--- config.mk ---
export PLATFORM = sky130hd
export DESIGN_NAME = idct8_engine
export DESIGN_NICKNAME = d
export VERILOG_FILES = /design/src/rtl/idct_pkg.sv /design/src/rtl/idct_inbuf.sv /design/src/rtl/idct_mac_core.sv /design/src/rtl/idct8_engine.sv
export SDC_FILE = /design/constraint.sdc
export NUM_CORES = 2
export LEC_CHECK = 0
export BUFFER_PORTS_ARGS = -buffer_cell sky130_fd_sc_hd__buf_4
export CAP_MARGIN = 5
export CORE_ASPECT_RATIO = 1.75
export CORE_MARGIN = 10
export CORE_UTILIZATION = 68
export DETAILED_ROUTE_END_ITERATION = 12
export PLACE_DENSITY_LB_ADDON = 0.15
export SETUP_SLACK_MARGIN = 0.3
export SLEW_MARGIN = 10
export SYNTH_ARGS = -nofsm -noshare
export SYNTH_HDL_FRONTEND = slang
export SYNTH_SLANG_ARGS = --single-unit
--- constraint.sdc ---
create_clock -name clk -period 37.1 [get_ports clk]
set_input_delay 5.565 -clock clk [delete_from_list [all_inputs] [get_ports clk]]
set_output_delay 5.565 -clock clk [all_outputs]
set_load 0.1 [all_outputs]
--- src/rtl/idct_pkg.sv ---
package idct_pkg;
  localparam int N       = 8;
  localparam int CONST_W = 14;
  localparam int FRAC    = 12;

  typedef enum logic [1:0] {PH_IDLE, PH_ROW, PH_COL} phase_e;

  // Q12 cosine magnitudes for angle index m (m*pi/16), m in 0..8
  function automatic logic signed [CONST_W-1:0] cos_mag(input int m);
    case (m)
      0: return 14'sd4096;
      1: return 14'sd4017;
      2: return 14'sd3784;
      3: return 14'sd3406;
      4: return 14'sd2896;
      5: return 14'sd2276;
      6: return 14'sd1567;
      7: return 14'sd799;
      default: return 14'sd0;
    endcase
  endfunction

  // Weight for position pos and frequency freq, including the DC normalisation
  function automatic logic signed [CONST_W-1:0] basis(input logic [2:0] pos,
                                                      input logic [2:0] freq);
    int m;
    if (freq == 3'd0) return 14'sd2896;
    m = ((2 * int'(pos) + 1) * int'(freq)) % 32;
    if (m > 16) m = 32 - m;
    if (m > 8) return -cos_mag(16 - m);
    return cos_mag(m);
  endfunction
endpackage

--- src/rtl/idct_inbuf.sv ---
module idct_inbuf #(
  parameter int COEF_W = 12,
  parameter int BLK    = 64
) (
  input  logic                     clk,
  input  logic                     rst_n,
  input  logic signed [COEF_W-1:0] wr_data,
  input  logic                     wr_valid,
  output logic                     wr_req,
  output logic                     blk_loaded,
  input  logic [$clog2(BLK)-1:0]   rd_addr,
  output logic signed [COEF_W-1:0] rd_data,
  output logic                     blk_ready,
  input  logic                     blk_release,
  output logic [1:0]               occ
);
  localparam int AW = $clog2(BLK);

  logic signed [COEF_W-1:0] mem [2][BLK];
  logic [1:0]    full;
  logic          wr_bank;
  logic          rd_bank;
  logic [AW-1:0] wr_cnt;
  logic          wr_accept;

  assign wr_req     = !full[wr_bank];
  assign wr_accept  = wr_valid && wr_req;
  assign blk_loaded = wr_accept && (wr_cnt == AW'(BLK - 1));
  assign blk_ready  = full[rd_bank];
  assign rd_data    = mem[rd_bank][rd_addr];
  assign occ        = {1'b0, full[0]} + {1'b0, full[1]};

  always_ff @(posedge clk) begin
    if (wr_accept) mem[wr_bank][wr_cnt] <= wr_data;
  end

  always_ff @(posedge clk) begin
    if (!rst_n) begin
      full    <= '0;
      wr_bank <= 1'b0;
      rd_bank <= 1'b0;
      wr_cnt  <= '0;
    end else begin
      if (wr_accept) wr_cnt <= blk_loaded ? '0 : wr_cnt + 1'b1;
      if (blk_loaded) begin
        full[wr_bank] <= 1'b1;
        wr_bank       <= ~wr_bank;
      end
      if (blk_release) begin
        full[rd_bank] <= 1'b0;
        rd_bank       <= ~rd_bank;
      end
    end
  end
endmodule

--- src/rtl/idct_mac_core.sv ---
module idct_mac_core
  import idct_pkg::*;
#(
  parameter int COEF_W = 12
) (
  input  logic                     clk,
  input  logic                     rst_n,
  input  logic                     blk_ready,
  output logic [2*$clog2(N)-1:0]   rd_addr,
  input  logic signed [COEF_W-1:0] rd_data,
  output logic                     blk_release,
  output phase_e                   phase,
  output logic [7:0]               pix_out,
  output logic                     pix_valid
);
  localparam int KW    = $clog2(N);
  localparam int AW    = 2 * KW;
  localparam int BLK   = N * N;
  localparam int TW    = COEF_W + 4;
  localparam int PW    = TW + CONST_W;
  localparam int ACC_W = PW + KW;
  localparam logic signed [ACC_W-1:0] HALF_ROW = ACC_W'(1) << (FRAC - 1);
  localparam logic signed [ACC_W-1:0] HALF_COL = ACC_W'(1) << (FRAC + 1);

  logic [AW-1:0]            outer;
  logic [KW-1:0]            k;
  logic signed [ACC_W-1:0]  acc;
  logic signed [TW-1:0]     tbuf [BLK];
  logic [KW-1:0]            hi;
  logic [KW-1:0]            lo;
  logic signed [TW-1:0]     opnd;
  logic signed [CONST_W-1:0] wgt;
  logic signed [PW-1:0]     prod;
  logic signed [ACC_W-1:0]  prod_ext;
  logic signed [ACC_W-1:0]  acc_sum;
  logic                     last_tap;
  logic                     last_out;

  function automatic logic signed [TW-1:0] row_round(input logic signed [ACC_W-1:0] a);
    logic signed [ACC_W-1:0] r;
    r = a + HALF_ROW;
    r = r >>> FRAC;
    return r[TW-1:0];
  endfunction

  function automatic logic [7:0] to_pixel(input logic signed [ACC_W-1:0] a);
    logic signed [ACC_W-1:0] r;
    r = a + HALF_COL;
    r = r >>> (FRAC + 2);
    r = r + ACC_W'(128);
    if (r < 0) return 8'd0;
    if (r > 255) return 8'd255;
    return r[7:0];
  endfunction

  assign hi       = outer[AW-1:KW];
  assign lo       = outer[KW-1:0];
  assign rd_addr  = {hi, k};
  assign opnd     = (phase == PH_ROW) ? {{(TW-COEF_W){rd_data[COEF_W-1]}}, rd_data}
                                      : tbuf[{k, lo}];
  assign wgt      = (phase == PH_ROW) ? basis(lo, k) : basis(hi, k);
  assign prod     = opnd * wgt;
  assign prod_ext = {{KW{prod[PW-1]}}, prod};
  assign acc_sum  = acc + prod_ext;
  assign last_tap = (k == KW'(N - 1));
  assign last_out = (outer == AW'(BLK - 1));
  assign blk_release = (phase == PH_ROW) && last_tap && last_out;

  always_ff @(posedge clk) begin
    if (phase == PH_ROW && last_tap) tbuf[outer] <= row_round(acc_sum);
  end

  always_ff @(posedge clk) begin
    if (!rst_n) begin
      phase     <= PH_IDLE;
      outer     <= '0;
      k         <= '0;
      acc       <= '0;
      pix_out   <= '0;
      pix_valid <= 1'b0;
    end else begin
      pix_valid <= (phase == PH_COL) && last_tap;
      if (phase == PH_COL && last_tap) pix_out <= to_pixel(acc_sum);
      case (phase)
        PH_IDLE: begin
          outer <= '0;
          k     <= '0;
          acc   <= '0;
          if (blk_ready) phase <= PH_ROW;
        end
        default: begin
          k   <= k + 1'b1;
          acc <= last_tap ? '0 : acc_sum;
          if (last_tap) begin
            outer <= outer + 1'b1;
            if (last_out) phase <= (phase == PH_ROW) ? PH_COL : PH_IDLE;
          end
        end
      endcase
    end
  end
endmodule

--- src/rtl/idct8_engine.sv ---
module idct8_engine
  import idct_pkg::*;
#(
  parameter int COEF_W = 12
) (
  input  logic                     clk,
  input  logic                     rst_n,
  input  logic signed [COEF_W-1:0] coef_data,
  input  logic                     coef_valid,
  output logic                     coef_req,
  output logic [7:0]               pix_data,
  output logic                     pix_valid
);
  localparam int BLK = N * N;
  localparam int AW  = $clog2(BLK);

  logic [AW-1:0]            rd_addr;
  logic signed [COEF_W-1:0] rd_data;
  logic                     blk_ready;
  logic                     blk_release;
  logic                     blk_loaded;
  logic [1:0]               buf_occ;
  phase_e                   core_phase;

  idct_inbuf #(.COEF_W(COEF_W), .BLK(BLK)) inbuf_i (
    .clk(clk), .rst_n(rst_n),
    .wr_data(coef_data), .wr_valid(coef_valid), .wr_req(coef_req),
    .blk_loaded(blk_loaded),
    .rd_addr(rd_addr), .rd_data(rd_data),
    .blk_ready(blk_ready), .blk_release(blk_release), .occ(buf_occ)
  );

  idct_mac_core #(.COEF_W(COEF_W)) core_i (
    .clk(clk), .rst_n(rst_n),
    .blk_ready(blk_ready), .rd_addr(rd_addr), .rd_data(rd_data),
    .blk_release(blk_release), .phase(core_phase),
    .pix_out(pix_data), .pix_valid(pix_valid)
  );
endmodule

==> impl_metrics.xml <==
<?xml version="1.0" encoding="UTF-8"?>
<metrics>
  <group name="synthesis">
    <metric name="synth.largest_area_cell" unit="">edfxtp_1</metric>
    <metric name="synthFlopType" unit="">edfxtp_1</metric>
    <metric name="avgSynthCellArea" unit="um2">17.1</metric>
    <metric name="seq_area_frac_synth" unit="">0.690</metric>
    <metric name="synth_cells" unit="">6634</metric>
    <metric name="yosys.cell_types.count" unit="">88</metric>
    <metric name="netlist_top_cells_area" unit="">edfxtp_1, mux4_2, fa_1</metric>
    <metric name="synth-edff-count" unit="">2560</metric>
    <metric name="postSynthRegisterBits" unit="">2624</metric>
    <metric name="synth_warnings" unit="">0</metric>
    <metric name="async_reset_ff_frac" unit="">0</metric>
    <metric name="syn-cell-area" unit="mm2">0.113</metric>
    <metric name="synth_largest_type_area_fraction" unit="">0.678</metric>
  </group>
  <group name="floorplanning">
    <metric name="core_area" unit="mm2">0.166</metric>
    <metric name="floorplan.die.height" unit="um">560</metric>
    <metric name="core.rowCount" unit="">198</metric>
    <metric name="die_x" unit="um">329</metric>
    <metric name="fp.dieArea" unit="mm2">0.184</metric>
    <metric name="io_pins" unit="">25</metric>
    <metric name="initial_utilization" unit="">0.683</metric>
  </group>
  <group name="routing">
    <metric name="met2RoutedLength" unit="mm">160</metric>
    <metric name="met3_wire_length" unit="mm">28.2</metric>
    <metric name="remaining_drc_errors" unit="">0</metric>
    <metric name="m1WireLength" unit="mm">99.3</metric>
    <metric name="route.vias.total" unit="">64600</metric>
    <metric name="route.detailed.wl_per_inst" unit="um">34.6</metric>
    <metric name="detailedRoute.firstIterationViolations" unit="">8806</metric>
    <metric name="detailedRoute.firstPassIterationCount" unit="">6</metric>
    <metric name="finalWirelength" unit="mm">317</metric>
    <metric name="post_drt_via_cell_ratio" unit="">7.05</metric>
    <metric name="drt.antenna.violating_nets" unit="">0</metric>
    <metric name="top_layer_used" unit="">met5</metric>
  </group>
  <group name="timing">
    <metric name="final.setup.worst_slack" unit="ns">21.15</metric>
    <metric name="finalSetupViolations" unit="">0</metric>
    <metric name="finalHoldViolCount" unit="">0</metric>
    <metric name="tightestPinTransition" unit="ns">1.34</metric>
    <metric name="rsz0062_at_grt" unit="">no</metric>
    <metric name="clock_skew" unit="ns">0.122</metric>
    <metric name="timing.fmax" unit="GHz">0.0627</metric>
    <metric name="finalMaxSlewViolations" unit="">0</metric>
    <metric name="final.period_utilization" unit="">0.430</metric>
    <metric name="setup_tns" unit="ns">0</metric>
    <metric name="relSlewSlack" unit="">0.0838</metric>
    <metric name="finalCriticalPeriod" unit="ns">15.95</metric>
  </group>
  <group name="clock_network">
    <metric name="cts.sinks" unit="">2624</metric>
    <metric name="postCtsHoldBufs" unit="">0</metric>
    <metric name="cts_made_buffers" unit="">221</metric>
    <metric name="cts_htree_levels" unit="">4</metric>
    <metric name="skew_pair_late_insertion_delay" unit="ns">0.89</metric>
    <metric name="post_cts_resize_count" unit="">0</metric>
    <metric name="post_cts_buffers" unit="">0</metric>
    <metric name="clock_path_buffers" unit="">4</metric>
    <metric name="cts.clk_slew.worst_paths" unit="ns">0.07</metric>
    <metric name="cts_tree" unit="">built</metric>
    <metric name="clk_root_buffer_cell" unit="">clkbuf_16</metric>
  </group>
  <group name="finish">
    <metric name="fillCellCount" unit="">9373</metric>
    <metric name="area_occupied_by_multi_input_gates" unit="mm2">0.0328</metric>
    <metric name="finalCoreUtilization" unit="">0.750</metric>
    <metric name="drive_above_1_share" unit="">0.187</metric>
    <metric name="layout.area.seq" unit="mm2">0.0782</metric>
    <metric name="finalNonFillerCells" unit="">9162</metric>
    <metric name="area_growth_syn_to_layout" unit="%">9.82</metric>
    <metric name="final_nets" unit="">7216</metric>
    <metric name="final_area" unit="mm2">0.124</metric>
  </group>
  <group name="setup_path">
    <metric name="critPathMaxFanout" unit="">33</metric>
    <metric name="crit_path_end" unit="">core_i.pix_out[5]$_SDFFE_PN0P_</metric>
    <metric name="timing.rr.end" unit="">core_i.pix_out[5]$_SDFFE_PN0P_</metric>
    <metric name="path_depth" unit="">52</metric>
    <metric name="worstRegToRegCells" unit="">52</metric>
    <metric name="cp-start-kind" unit="">flip-flop</metric>
    <metric name="critical_path.top_delay_family" unit="">adder cells</metric>
    <metric name="regToRegStartpoint" unit="">core_i.k[2]$_SDFF_PP0_</metric>
    <metric name="critPathRequiredTime" unit="ns">37.75</metric>
    <metric name="critical-path-top-cell-by-count" unit="">fa_1</metric>
    <metric name="timing.critical_path.slowest_cell_delay" unit="ns">0.73</metric>
    <metric name="critical_path.endpoint_type" unit="">flip-flop</metric>
    <metric name="timing.critical_path.arrival" unit="ns">16.60</metric>
    <metric name="setup.worst_path.start" unit="">core_i.k[2]$_SDFF_PP0_</metric>
    <metric name="regToRegSetupSlack" unit="ns">21.15</metric>
    <metric name="crit_buf_inv" unit="">6</metric>
    <metric name="crit_path_top_delay_cell" unit="">dfxtp_4</metric>
    <metric name="timing_worst_setup_path_type" unit="">flip-flop to flip-flop</metric>
  </group>
  <group name="global_routing">
    <metric name="grt_max_degree" unit="">108</metric>
    <metric name="grt_pass1_vias" unit="">66500</metric>
    <metric name="antenna_violations_before_repair" unit="">8</metric>
    <metric name="gr-usage-all-layers" unit="">0.346</metric>
    <metric name="grt_first_pass_wirelength" unit="mm">460</metric>
    <metric name="globalRoute.totalOverflow" unit="">0</metric>
  </group>
  <group name="power_and_ir_drop">
    <metric name="total_leakage_power" unit="nW">40.4</metric>
    <metric name="cellPowerDensity" unit="mW/mm2">45.1</metric>
    <metric name="irDropWorstVdd" unit="mV">0.0534</metric>
  </group>
  <group name="place">
    <metric name="dpl.hpwl" unit="mm">196</metric>
    <metric name="port-buffer-count" unit="">24</metric>
    <metric name="dp_worst_setup_slack" unit="ns">21.40</metric>
    <metric name="gpl.final_weighted_congestion" unit="">0.943</metric>
    <metric name="dp.cells" unit="">8766</metric>
    <metric name="placement.cell_area" unit="mm2">0.117</metric>
  </group>
  <group name="run_status">
    <metric name="status" unit="">finished clean</metric>
  </group>
  <group name="hold_path">
    <metric name="worstHoldPathType" unit="">flip-flop to flip-flop</metric>
  </group>
  <group name="flow_run">
    <metric name="maxCapViolCount" unit="">0</metric>
  </group>
</metrics>
flip-flops by register name (all words and copies together) (netlist names), named ones only:
name              count
core_i.pix_out        8
core_i.phase          2
core_i.outer          6
inbuf_i.full          2
core_i.k              3
core_i.pix_valid      1
inbuf_i.wr_bank       1
core_i.acc           33
inbuf_i.mem        1536
inbuf_i.wr_cnt        6
core_i.tbuf        1024
inbuf_i.rd_bank       1
metrics by stage:
stage               hold WS (ns)  total power, mW
floorplan                  0.502             3.30
global placement           0.483             3.33
detailed placement         0.528             3.34
CTS                        0.537             5.61
global route               0.560             5.71
finish                     0.545             5.61
synthesized netlist by cell type (20+ instances only):
master	instances
a21oi_1	194
edfxtp_1	2560
nor2_1	477
and2_1	56
a22oi_1	83
mux2i_1	58
o211ai_1	24
or2_2	20
o21ai_0	196
nand3_1	41
dfxtp_1	64
buf_1	84
mux2_2	68
a211oi_1	22
xnor2_1	74
o22ai_1	191
a31oi_1	26
xor2_1	25
nor3_1	62
inv_1	361
fa_1	282
a221oi_1	40
nand2_1	313
nand4_1	34
nand2b_1	43
nor4_1	35
mux4_2	501
clkbuf_1	271
nor2b_1	28
a22o_1	22
ha_1	130
placed cells by master (no fill, tap or decap), types with 24 or more instances in the layout:
cell and instances:
nand4_1 34, and2_1 56, nor2_2 44, xnor2_1 62, nor2b_1 26, nor4_1 35
a31oi_1 26, a22oi_1 83, nor3_1 59, clkbuf_1 40, o22ai_1 191, o211ai_1 24
clkinv_2 37, mux4_2 501, mux2i_1 58, clkbuf_16 224, edfxtp_1 2560, dfxtp_1 57
nand2b_1 43, a221oi_1 40, o21ai_0 194, ha_1 129, inv_1 361, clkinv_1 45
nor2_1 428, mux2_2 68, buf_4 290, fa_1 282, bufinv_16 26, nand2_1 307
nand3_1 41, a21oi_1 194
layer usage:
metal	GRT usage	vias up
met2	0.576	4426
met4	0.259	4
met1	0.404	32800
li1	-	26100
met3	0.0564	1274
met5	0	-
worst reg2reg max path, delay by kind of cell, from the launching register on:
kind            cells  cell delay (ns)
fa+ha+maj          14             5.64
simple gates       16             4.37
xor+xnor            6             1.94
compound gates      9             1.81
buf+inv             6             1.18
flops               1             0.73
mux                 1             0.18
report_power, final:
| group | switching, mW | internal (mW) | total, mW | leakage (nW) |
|---|---|---|---|---|
| Clock | 1.05 | 1.29 | 2.34 | 3.44 |
| Combinational | 0.0361 | 0.00516 | 0.0413 | 13.4 |
| Sequential | 0.000996 | 3.23 | 3.23 | 23.5 |
| Total | 1.09 | 4.52 | 5.61 | 40.4 |
cell type report:
| cell class | count | area share |
|---|---|---|
| Inverter | 364 | 0.0110 |
| Timing Repair Buffer | 294 | 0.0181 |
| Clock buffer | 265 | 0.0464 |
| Tap cell | 2200 | 0.0221 |
| Multi-Input combinational cell | 3284 | 0.263 |
| Clock inverter | 128 | 0.0108 |
| Sequential cell | 2624 | 0.628 |
| Antenna cell | 3 | 0.0000603 |
how the worst min path moves through the flow:
stage	slack, ns	depth (start not counted)	end	startpoint
CTS	0.54	2	core_i.pix_out[6]$_SDFFE_PN0P_	core_i.pix_out[6]$_SDFFE_PN0P_
global route	0.56	2	core_i.pix_out[3]$_SDFFE_PN0P_	core_i.pix_out[3]$_SDFFE_PN0P_
finish	0.55	2	core_i.pix_out[6]$_SDFFE_PN0P_	core_i.pix_out[6]$_SDFFE_PN0P_
global placement	0.48	2	core_i.pix_out[6]$_SDFFE_PN0P_	core_i.pix_out[6]$_SDFFE_PN0P_
floorplan	0.50	1	inbuf_i.full[1]$_SDFF_PN0_	inbuf_i.rd_bank$_SDFFE_PN0P_
detailed placement	0.53	2	core_i.pix_out[6]$_SDFFE_PN0P_	core_i.pix_out[6]$_SDFFE_PN0P_
cells by family (layout without fill, tap and decap cells):
logic type               count (synthesis)  count (layout)  synth area share
adder cells (fa/ha/maj)                412             412            0.0642
buffers and inverters                  727            1051            0.0242
flip-flops                            2624            2624             0.690
other                                    1               5         0.0000331
multiplexers                           627             627             0.111
XOR/XNOR                                99              99           0.00765
AND/OR/NAND/NOR                       1174            1174            0.0470
AO/OA/AOI/OAI                          970             970            0.0558
(Power assumes the default switching activity.)
